==> src/rtl/pwb_pkg.sv <==
package pwb_pkg;
  localparam int LANE_W = 8;

  typedef enum logic [1:0] {
    OP_IDLE  = 2'd0,
    OP_READ  = 2'd1,
    OP_WRITE = 2'd2
  } pwb_op_e;
endpackage

==> src/rtl/pwb_rst_sync.sv <==
module pwb_rst_sync #(
  parameter int STAGES = 2
) (
  input  logic clk,
  input  logic arst_n,
  output logic srst_n
);
  logic [STAGES-1:0] shf_q;
  logic [STAGES-1:0] shf_d;

  always_comb begin
    shf_d = {shf_q[STAGES-2:0], 1'b1};
  end

  always_ff @(posedge clk or negedge arst_n) begin
    if (!arst_n) shf_q <= '0;
    else         shf_q <= shf_d;
  end

  assign srst_n = shf_q[STAGES-1];
endmodule

==> src/rtl/pwb_entry.sv <==
module pwb_entry #(
  parameter int AW = 6,
  parameter int DW = 32,
  parameter int BW = DW / 8
) (
  input  logic          clk,
  input  logic          rst_n,
  input  logic          cap_en,
  input  logic          clr_en,
  input  logic [AW-1:0] in_addr,
  input  logic [DW-1:0] in_data,
  input  logic [BW-1:0] in_be,
  output logic          vld,
  output logic [AW-1:0] ent_addr,
  output logic [DW-1:0] ent_data,
  output logic [BW-1:0] ent_be
);
  logic vld_d;

  always_comb begin
    vld_d = vld;
    if (cap_en)      vld_d = 1'b1;
    else if (clr_en) vld_d = 1'b0;
  end

  always_ff @(posedge clk or negedge rst_n) begin
    if (!rst_n) vld <= 1'b0;
    else        vld <= vld_d;
  end

  always_ff @(posedge clk) begin
    if (cap_en) begin
      ent_addr <= in_addr;
      ent_data <= in_data;
      ent_be   <= in_be;
    end
  end

  p_capture_r1: assert property (@(posedge clk) disable iff (!rst_n)
    cap_en |=> (vld && ent_addr == $past(in_addr) && ent_data == $past(in_data)));

  p_no_drain_r2: assert property (@(posedge clk) disable iff (!rst_n)
    (vld && !cap_en && !clr_en) |=> (vld && $stable(ent_addr) && $stable(ent_data)));
endmodule

==> src/rtl/pwb_array.sv <==
module pwb_array #(
  parameter int AW = 6,
  parameter int DW = 32,
  parameter int BW = DW / 8
) (
  input  logic          clk,
  input  logic          wr_en,
  input  logic [AW-1:0] wr_addr,
  input  logic [DW-1:0] wr_data,
  input  logic [BW-1:0] wr_be,
  input  logic [AW-1:0] rd_addr,
  output logic [DW-1:0] rd_data
);
  import pwb_pkg::*;
  localparam int DEPTH = 1 << AW;

  for (genvar ln = 0; ln < BW; ln++) begin : g_lane
    logic [LANE_W-1:0] mem_l [DEPTH];

    always_ff @(posedge clk) begin
      if (wr_en && wr_be[ln]) mem_l[wr_addr] <= wr_data[ln*LANE_W +: LANE_W];
    end

    assign rd_data[ln*LANE_W +: LANE_W] = mem_l[rd_addr];
  end
endmodule

==> src/rtl/pwb_fwd.sv <==
module pwb_fwd #(
  parameter int AW = 6,
  parameter int DW = 32,
  parameter int BW = DW / 8
) (
  input  logic [AW-1:0] rd_addr,
  input  logic [DW-1:0] arr_data,
  input  logic          ent_vld,
  input  logic [AW-1:0] ent_addr,
  input  logic [DW-1:0] ent_data,
  input  logic [BW-1:0] ent_be,
  output logic [DW-1:0] merged
);
  import pwb_pkg::*;
  logic hit;

  assign hit = ent_vld && (ent_addr == rd_addr);

  for (genvar ln = 0; ln < BW; ln++) begin : g_mux
    assign merged[ln*LANE_W +: LANE_W] = (hit && ent_be[ln]) ?
                                         ent_data[ln*LANE_W +: LANE_W] :
                                         arr_data[ln*LANE_W +: LANE_W];
  end
endmodule

==> src/rtl/posted_wr_sram.sv <==
module posted_wr_sram #(
  parameter int ADDR_W = 6,
  parameter int DATA_W = 32,
  parameter int SYNC_STAGES = 2
) (
  input  logic                  clk,
  input  logic                  cold_rst_n,
  input  logic                  warm_rst_n,
  input  logic                  req,
  input  logic                  we,
  input  logic [ADDR_W-1:0]     addr,
  input  logic [DATA_W-1:0]     wdata,
  input  logic [DATA_W/8-1:0]   be,
  input  logic                  flush,
  output logic [DATA_W-1:0]     rdata
);
  import pwb_pkg::*;
  localparam int BE_W = DATA_W / LANE_W;

  logic cold_s_n;
  logic buf_rst_n;
  logic any_arst_n;

  assign any_arst_n = cold_rst_n & warm_rst_n;

  pwb_rst_sync #(.STAGES(SYNC_STAGES)) u_sync_cold (
    .clk(clk), .arst_n(cold_rst_n), .srst_n(cold_s_n));
  pwb_rst_sync #(.STAGES(SYNC_STAGES)) u_sync_buf (
    .clk(clk), .arst_n(any_arst_n), .srst_n(buf_rst_n));

  pwb_op_e op;
  always_comb begin
    if (!req)    op = OP_IDLE;
    else if (we) op = OP_WRITE;
    else         op = OP_READ;
  end

  logic cap_en, rd_en, clr_en, commit_en;
  logic              ent_vld;
  logic [ADDR_W-1:0] ent_addr;
  logic [DATA_W-1:0] ent_data;
  logic [BE_W-1:0]   ent_be;
  logic [DATA_W-1:0] arr_data;
  logic [DATA_W-1:0] merged;
  logic [DATA_W-1:0] rdata_d;

  assign cap_en    = (op == OP_WRITE);
  assign rd_en     = (op == OP_READ);
  assign clr_en    = flush && !cap_en;
  assign commit_en = ent_vld && (cap_en || flush);

  pwb_entry #(.AW(ADDR_W), .DW(DATA_W), .BW(BE_W)) u_entry (
    .clk(clk), .rst_n(buf_rst_n), .cap_en(cap_en), .clr_en(clr_en),
    .in_addr(addr), .in_data(wdata), .in_be(be),
    .vld(ent_vld), .ent_addr(ent_addr), .ent_data(ent_data), .ent_be(ent_be));

  pwb_array #(.AW(ADDR_W), .DW(DATA_W), .BW(BE_W)) u_array (
    .clk(clk), .wr_en(commit_en), .wr_addr(ent_addr), .wr_data(ent_data),
    .wr_be(ent_be), .rd_addr(addr), .rd_data(arr_data));

  pwb_fwd #(.AW(ADDR_W), .DW(DATA_W), .BW(BE_W)) u_fwd (
    .rd_addr(addr), .arr_data(arr_data), .ent_vld(ent_vld),
    .ent_addr(ent_addr), .ent_data(ent_data), .ent_be(ent_be),
    .merged(merged));

  always_comb begin
    rdata_d = rdata;
    if (rd_en) rdata_d = merged;
  end

  always_ff @(posedge clk or negedge cold_s_n) begin
    if (!cold_s_n) rdata <= '0;
    else           rdata <= rdata_d;
  end

  p_rdata_hold_r4: assert property (@(posedge clk) disable iff (!buf_rst_n)
    !rd_en |=> $stable(rdata));

  p_fwd_full_r3: assert property (@(posedge clk) disable iff (!buf_rst_n)
    (rd_en && ent_vld && addr == ent_addr && ent_be == '1) |=> rdata == $past(ent_data));

  p_flush_clr_r7: assert property (@(posedge clk) disable iff (!buf_rst_n)
    (flush && !cap_en) |=> !ent_vld);

  p_wr_keeps_r7: assert property (@(posedge clk) disable iff (!buf_rst_n)
    (flush && cap_en) |=> ent_vld);
endmodule

==> config.mk <==
export PLATFORM = sky130hd
export DESIGN_NAME = posted_wr_sram
export DESIGN_NICKNAME = d
export VERILOG_FILES = /design/src/rtl/pwb_pkg.sv /design/src/rtl/pwb_rst_sync.sv /design/src/rtl/pwb_entry.sv /design/src/rtl/pwb_array.sv /design/src/rtl/pwb_fwd.sv /design/src/rtl/posted_wr_sram.sv
export SDC_FILE = /design/constraint.sdc
export NUM_CORES = 2
export LEC_CHECK = 0
export BUFFER_PORTS_ARGS = -buffer_cell sky130_fd_sc_hd__buf_2
export CAP_MARGIN = 20
export CORE_MARGIN = 1
export CORE_UTILIZATION = 40
export DETAILED_ROUTE_END_ITERATION = 8
export PLACE_DENSITY = 0.61
export SYNTH_ARGS = -nofsm -noshare
export SYNTH_HDL_FRONTEND = slang
export SYNTH_SLANG_ARGS = --single-unit
export TNS_END_PERCENT = 10
==> constraint.sdc <==
create_clock -name clk -period 1 [get_ports clk]
set_input_delay 0.2 -clock clk [delete_from_list [all_inputs] [get_ports clk]]
set_output_delay 0.2 -clock clk [all_outputs]
set_load 0.05 [all_outputs]
Word level (Yosys, flattened, before mapping)

Memory sizes are Yosys's and may differ from the RTL's.
Index checks and enable logic that the tools add are counted.

Equality and inequality tests: 3
Muxes and demuxes: 16
Bitwise logic cells: 1
Reduce and logical (&&, ||, !) cells: 14

Operator list:

| kind                 | count |
|---|---|
| $mux W8              | 4 |
| $logic_and A1 B1 Y1  | 11 |
| $mux W1              | 10 |
| $eq A6 B6 Y1         | 1 |
| $mux W2              | 2 |
| $eq A2 B1 Y1 const B | 1 |
| $eq A2 B2 Y1 const B | 1 |
| $reduce_bool A2 Y1   | 1 |
| $and A1 B1 Y1        | 1 |
| $logic_not A1 Y1     | 1 |
| $logic_or A1 B1 Y1   | 1 |

Register bits after elaboration: 79
Memory bits (writable): 2048
Bits of input ports: 48
Output and inout bits: 32
Word-level logic and storage cells: 45
Memories: 4

Memory list:

| name                    | words | bits a word | read ports | clocked after Yosys merged registers in | wr ports | RTL line        | text |
|---|---|---|---|---|---|---|---|
| u_array.g_lane[0].mem_l | 64    | 8           | 1          | 0                                       | 1        | pwb_array.sv:18 | `logic [LANE_W-1:0] mem_l [DEPTH];` |
| u_array.g_lane[1].mem_l | 64    | 8           | 1          | 0                                       | 1        | pwb_array.sv:18 |  |
| u_array.g_lane[2].mem_l | 64    | 8           | 1          | 0                                       | 1        | pwb_array.sv:18 |  |
| u_array.g_lane[3].mem_l | 64    | 8           | 1          | 0                                       | 1        | pwb_array.sv:18 |  |

Logic depth before layout (Yosys ltp)

Word-level depth: 8
Depth in mapped cells: 12
Gate-level depth less buffers: 6

Hierarchy

Synthesis repeated with hierarchy kept, for this count alone.

Cell total of the unflattened synthesis: 3744
Area, all modules: 81924.8 um^2

By module, submodules not included:

| module         | instances | cells an instance | area an instance (um^2) | seq. area each (um^2) |
|---|---|---|---|---|
| pwb_array      | 1         | 3575              | 78650.4                 | 61499.0 |
| posted_wr_sram | 1         | 73                | 1386.3                  | 800.8 |
| pwb_entry      | 1         | 45                | 1297.5                  | 1286.2 |
| pwb_fwd        | 1         | 45                | 483.0                   | 0.0 |
| pwb_rst_sync   | 2         | 3                 | 53.8                    | 50.0 |

Worst setup path before layout

Ideal clock, no wire load.

Path kind: input port to flip-flop
From: in req
To: mem u_array.g_lane[2].mem_l[10][0] (enable)
Library setup time: 0.370 ns
Arrival time: 2.309 ns
Required time: 0.630 ns
Setup slack: -1.679 ns
Stages: 5
Cells stage by stage: and2_1 > o21a_1 > nand2_1 > clkbuf_1 > nor2_1

Cells in the longest elaborated chain, start to end: 7

Ends and longest elaborated chain:

| item                          | RTL line             | text |
|---|---|---|
| from (decl)                   | posted_wr_sram.sv:9  | `input logic req,` |
| $mux W2                       | posted_wr_sram.sv:33 | `if (!req) op = OP_IDLE;` |
| $eq A2 B2 Y1                  | posted_wr_sram.sv:47 | `assign cap_en = (op == OP_WRITE);` |
| $logic_or A1 B1 Y1            | posted_wr_sram.sv:50 | `assign commit_en = ent_vld && (cap_en \|\| flush);` |
| $logic_and A1 B1 Y1           | posted_wr_sram.sv:50 |  |
| $logic_and A1 B1 Y1           | pwb_array.sv:21      | `if (wr_en && wr_be[ln]) mem_l[wr_addr] <= wr_data[ln*LANE_W +: LANE_W];` |
| $mux W1                       | pwb_array.sv:21      |  |
| $mux W1 (implied by the code) | pwb_array.sv:21      |  |
| to (decl)                     | pwb_array.sv:18      |  |

Every way passes these cells.

Worst setup path in the final report

From: reg u_entry.ent_addr[3]
To: reg rdata[3]

Cells in the longest elaborated chain, start to end: 4

Ends and longest elaborated chain:

| item                   | RTL line             | text |
|---|---|---|
| from (decl)            | pwb_entry.sv:14      | `output logic [AW-1:0] ent_addr,` |
| from (signal assigned) | pwb_entry.sv:33      | `ent_addr <= in_addr;` |
| $eq A6 B6 Y1           | pwb_fwd.sv:17        | `assign hit = ent_vld && (ent_addr == rd_addr);` |
| $logic_and A1 B1 Y1    | pwb_fwd.sv:17        |  |
| $logic_and A1 B1 Y1    | pwb_fwd.sv:20        | `assign merged[ln*LANE_W +: LANE_W] = (hit && ent_be[ln]) ?` |
| $mux W8                | pwb_fwd.sv:20        |  |
| to (signal assigned)   | posted_wr_sram.sv:73 | `else rdata <= rdata_d;` |
| to (decl)              | posted_wr_sram.sv:15 | `output logic [DATA_W-1:0] rdata` |

Every way passes these cells.
A chain may end at the register's enable or synchronous reset.

==> results_tabular.tex <==
\begin{tabular}{lr}
\hline
Metric & Value \\
\hline
\multicolumn{2}{l}{\textbf{Worst setup path}} \\
Endpoint of the worst register-to-register path & rdata[3] \\
Maximum fanout along the worst path & 5 \\
Critical path required time & $\sim$1700 ps \\
Reg2Reg Setup Slack & -1160 ps \\
Worst setup SP type & register \\
Cells on worst reg2reg path & 7 \\
CP endpoint kind & register \\
Reg-to-Reg Start & u\_entry.ent\_addr[3] \\
Category of the critical setup timing path & reg -> reg \\
Arrival time reported for the critical path endpoint & 2890 ps \\
\multicolumn{2}{l}{\textbf{Synth}} \\
Most used standard cell by instance count after synthesis & sky130\_fd\_sc\_hd\_\_edfxtp\_1 \\
Post-synthesis instance area & just over 80000 um2 \\
Post-synthesis cell type count & 54 \\
Seq/Total Area, Yosys & 0.775 \\
Synthesis warning total & 0 \\
Synthesized-area fraction occupied by and/or/nand/nor cells & 0.0264 \\
Largest family of logic cells by synthesized area & multiplexers \\
Area share of the leading cell type in the synthesized netlist & 0.764 \\
Dominant register cell in the synthesized netlist & sky130\_fd\_sc\_hd\_\_edfxtp\_1 \\
Fraction of registers with async set or reset after synthesis & 0.0174 \\
Number of synthesized flops with an enable pin & about 2100 \\
Post-synthesis adder-cell area fraction & 0 \\
Mean post-synth cell area & $\sim$22 um2 \\
Mux share of post-synthesis cell area & 0.166 \\
Compound-cell area share of the yosys netlist & 0.0181 \\
Number of instances in the synthesized netlist & 3753 \\
Number of flip-flops and latches in the synthesized netlist & about 2100 \\
Top cell type by total area after synthesis & sky130\_fd\_sc\_hd\_\_edfxtp\_1 \\
Fraction of synthesized cell area in xor and xnor cells & 0.000639 \\
Leading post-synthesis cells by instance count & sky130\_fd\_sc\_hd\_\_edfxtp\_1, sky130\_fd\_sc\_hd\_\_mux4\_2, sky130\_fd\_sc\_hd\_\_nor2\_1 \\
Cells taking the most area after synthesis & sky130\_fd\_sc\_hd\_\_edfxtp\_1, sky130\_fd\_sc\_hd\_\_mux4\_2, sky130\_fd\_sc\_hd\_\_mux2i\_1, sky130\_fd\_sc\_hd\_\_nor2\_1, sky130\_fd\_sc\_hd\_\_dfrtp\_1 \\
\multicolumn{2}{l}{\textbf{Floorplanning}} \\
Chip Height & about 460 um \\
CORE AREA & 204000 um2 \\
Die width & between 400 and 500 um \\
Total die area & between 200000 and 250000 um2 \\
Number of standard-cell rows in the floorplan & around 170 \\
Effective utilization at floorplan & 0.402 \\
Top-level I/O count & 80 \\
\multicolumn{2}{l}{\textbf{Timing}} \\
Setup TNS & -2038920 ps \\
Achievable frequency & roughly 0.46 GHz \\
Fin Clk Skew & around 32 ps \\
Min cycle time layout & 2160 ps \\
Final Setup Violations & about 3300 \\
Transition time at the pin with the least slew margin & between 700 and 800 ps \\
Worst slew slack as a fraction of its limit & 0.507 \\
Final cycle utilization of the critical path & 2.16 \\
Setup repair after global routing missed its margin & yes \\
Number of max-slew violations in the final report & 0 \\
Setup slack after layout & -1160 ps \\
Final Hold Violating Endpoints & 0 \\
\multicolumn{2}{l}{\textbf{Global routing}} \\
Via count of the first global-routing pass & 43693 \\
First-pass GRT wire length & $\sim$320 mm \\
GRT Resource Usage Total & 0.222 \\
Pin count of the biggest net entering global routing & 66 \\
Number of antenna violations at the first check in global routing & 7 \\
Total grt overflow & 0 \\
\multicolumn{2}{l}{\textbf{Detailed routing}} \\
Total detailed-routing wirelength & between 200 and 250 mm \\
Residual DRC & 0 \\
Wire length per cell after detailed routing & about 30 um \\
Initial DRT Pass Iterations & 5 \\
Post-DRT Antenna Nets & 0 \\
Via density per instance & approximately 5.7 \\
Detailed-route via count & between 40000 and 50000 \\
Drt first-iter violations & a little under 5000 \\
\multicolumn{2}{l}{\textbf{Clocking}} \\
CTS tree & done \\
\# H-tree levels & 4 \\
Worst-case clock buffer depth & 3 \\
Clock input transition at the sequential cells of the worst setup and hold paths & roughly 60 ps \\
Total CTS buffers & 210 \\
Clock insertion delay at the later pin of the skew report & 850 ps \\
Clock root cell & sky130\_fd\_sc\_hd\_\_clkbuf\_16 \\
Clock sink count & about 2100 \\
\multicolumn{2}{l}{\textbf{Power and ir drop}} \\
Clock network power share & 0.412 \\
Reg power frac & 0.513 \\
Worst IR drop on VDD & roughly 1.4 mV \\
Switching share of power & 0.221 \\
Comb pwr share & 0.075 \\
Leakage Power & around 35 nW \\
Switching power of the nets & roughly 0.043 W \\
Power Density & about 1800 nW/um2 \\
Pwr Total & approximately 0.19 W \\
Internal Pwr Total & around 0.15 W \\
\multicolumn{2}{l}{\textbf{Run status}} \\
Violated checks & setup timing \\
Outcome & finished with violations \\
\multicolumn{2}{l}{\textbf{Cells and area}} \\
Post-layout nets & 4845 \\
Fill cell total of the finished layout & 15867 \\
Share of layout cells above drive strength 1 & 0.437 \\
Layout area overhead & 28.3\% \\
\multicolumn{2}{l}{\textbf{Place}} \\
Quantity of I/O buffers inserted on ports & 79 \\
Placer congestion estimate & approximately 0.98 \\
Final HPWL from detailed placement & between 150 and 200 mm \\
\multicolumn{2}{l}{\textbf{Run}} \\
Reported max-cap violation count & 0 \\
\multicolumn{2}{l}{\textbf{Hold path}} \\
Type of the worst min-delay path & reg -> async \\
\hline
\end{tabular}
-- worst max-delay path, stage by stage (launching register included) --
cell	delay (ps)
sky130_fd_sc_hd__edfxtp_1	430
sky130_fd_sc_hd__xor2_2	180
sky130_fd_sc_hd__nor4_2	360
sky130_fd_sc_hd__buf_4	260
sky130_fd_sc_hd__and3_4	270
sky130_fd_sc_hd__nor2_4	60
sky130_fd_sc_hd__a32o_1	230
sky130_fd_sc_hd__a311o_1	270
-- flip-flops by register name, summed over array words and instances (netlist names) --
signal                cells
u_sync_buf.shf_q          2
u_entry.ent_be            4
u_entry.vld               1
u_sync_cold.shf_q         2
u_entry.ent_addr          6
u_entry.ent_data         32
u_array.g_lane.mem_l   2048
rdata                    32
-- stage by stage --
step / worst slack, ps / cell area [um2] / cells / util / hold slack [ps]
after floorplan: -1130 / 83100 / 3754 / - / -95.6
after CTS: -1130 / 104000 / 7642 / 0.511 / 0.717
after global routing: -1200 / 105000 / 7667 / 0.516 / 26.2
after global placement: -1730 / 94600 / 7142 / 0.463 / -8.41
final: -1160 / 105000 / 7669 / 0.516 / 17.1
after detailed placement: -1760 / 94600 / 7142 / 0.463 / -3.41
-- logic make-up after synthesis --
logic type,count (synthesis)
AOI/OAI and AO/OA,212
other,1
and+or+nand+nor,506
xor gates and xnor gates,6
muxes,679
buffers and inverters,222
DFF,2127
-- layer usage --
| layer | vias to the layer above | global-route usage | part of all wire |
|---|---|---|---|
| li1 | 17855 | - | - |
| met1 | 23223 | 0.300 | 0.40 |
| met2 | 1893 | 0.358 | 0.49 |
| met3 | 402 | 0.0452 | 0.077 |
| met4 | 4 | 0.0780 | 0.037 |
| met5 | - | 0 | 0.000091 |
-- placed cells by master (no fill, tap or decap), drive strengths merged, types with 10 or more instances in the layout --
cell and n:
a211oi 11, a21oi 29, a22oi 90, and3 10, buf 992, bufinv 22, clkbuf 264, clkinv 86
clkinvlp 15, dfrtp 37, dlygate4sd3 54, edfxtp 2090, inv 12, mux2 15, mux2i 119, mux4 545
nand2 109, nand3 30, nand4 15, nor2 278, nor2b 13, nor3 18, o21ai 17, o22ai 21
-- worst max-delay path by stage --
stage,cells past startpoint,from,slack [ps],endpoint
finish,7,u_entry.ent_addr[3],-1160,rdata[3]
CTS,6,u_array.g_lane[1].mem_l[47][5],-1130,rdata[13]
detailed placement,9,addr[0],-1760,rdata[10]
global placement,9,addr[0],-1730,rdata[10]
global route,8,u_entry.ent_addr[3],-1200,rdata[3]
floorplan,8,addr[0],-1130,rdata[0]
-- final cells by class --
class / instances / area [um2] / area share
Sequential cell: 2127 / 63700 / 0.604
Multi-Input combinational cell: 1407 / 19400 / 0.184
Timing Repair Buffer: 1048 / 12100 / 0.114
Clock buffer: 262 / 5650 / 0.0535
Tap cell: 2688 / 3360 / 0.0319
Clock inverter: 132 / 1340 / 0.0127
Inverter: 3 / 11.3 / 0.000107
Antenna cell: 2 / 5.00 / 0.0000474
-- power groups by stage --
stage | logic [W] | registers [W] | clock network [W]
2_1_floorplan | 0.00537 | 0.102 | 0
3_3_place_gp | 0.0129 | 0.101 | 0
3_5_place_dp | 0.0131 | 0.101 | 0
4_1_cts | 0.0141 | 0.0993 | 0.0808
5_1_grt | 0.0151 | 0.0992 | 0.0841
6_report | 0.0144 | 0.0993 | 0.0797
-- timing repair --
item / in CTS / in global routing
setup buffers: 41 / 31
cloned: 15 / 1
gates resized for setup: 392 / 250
hold buffers: 54 / 0
setup endpoints to repair: 3231 / 3479
endpoints found under the hold margin: 45 / 0
pin swaps: 89 / 36
No activity file was read; power rests on OpenSTA's default activity.
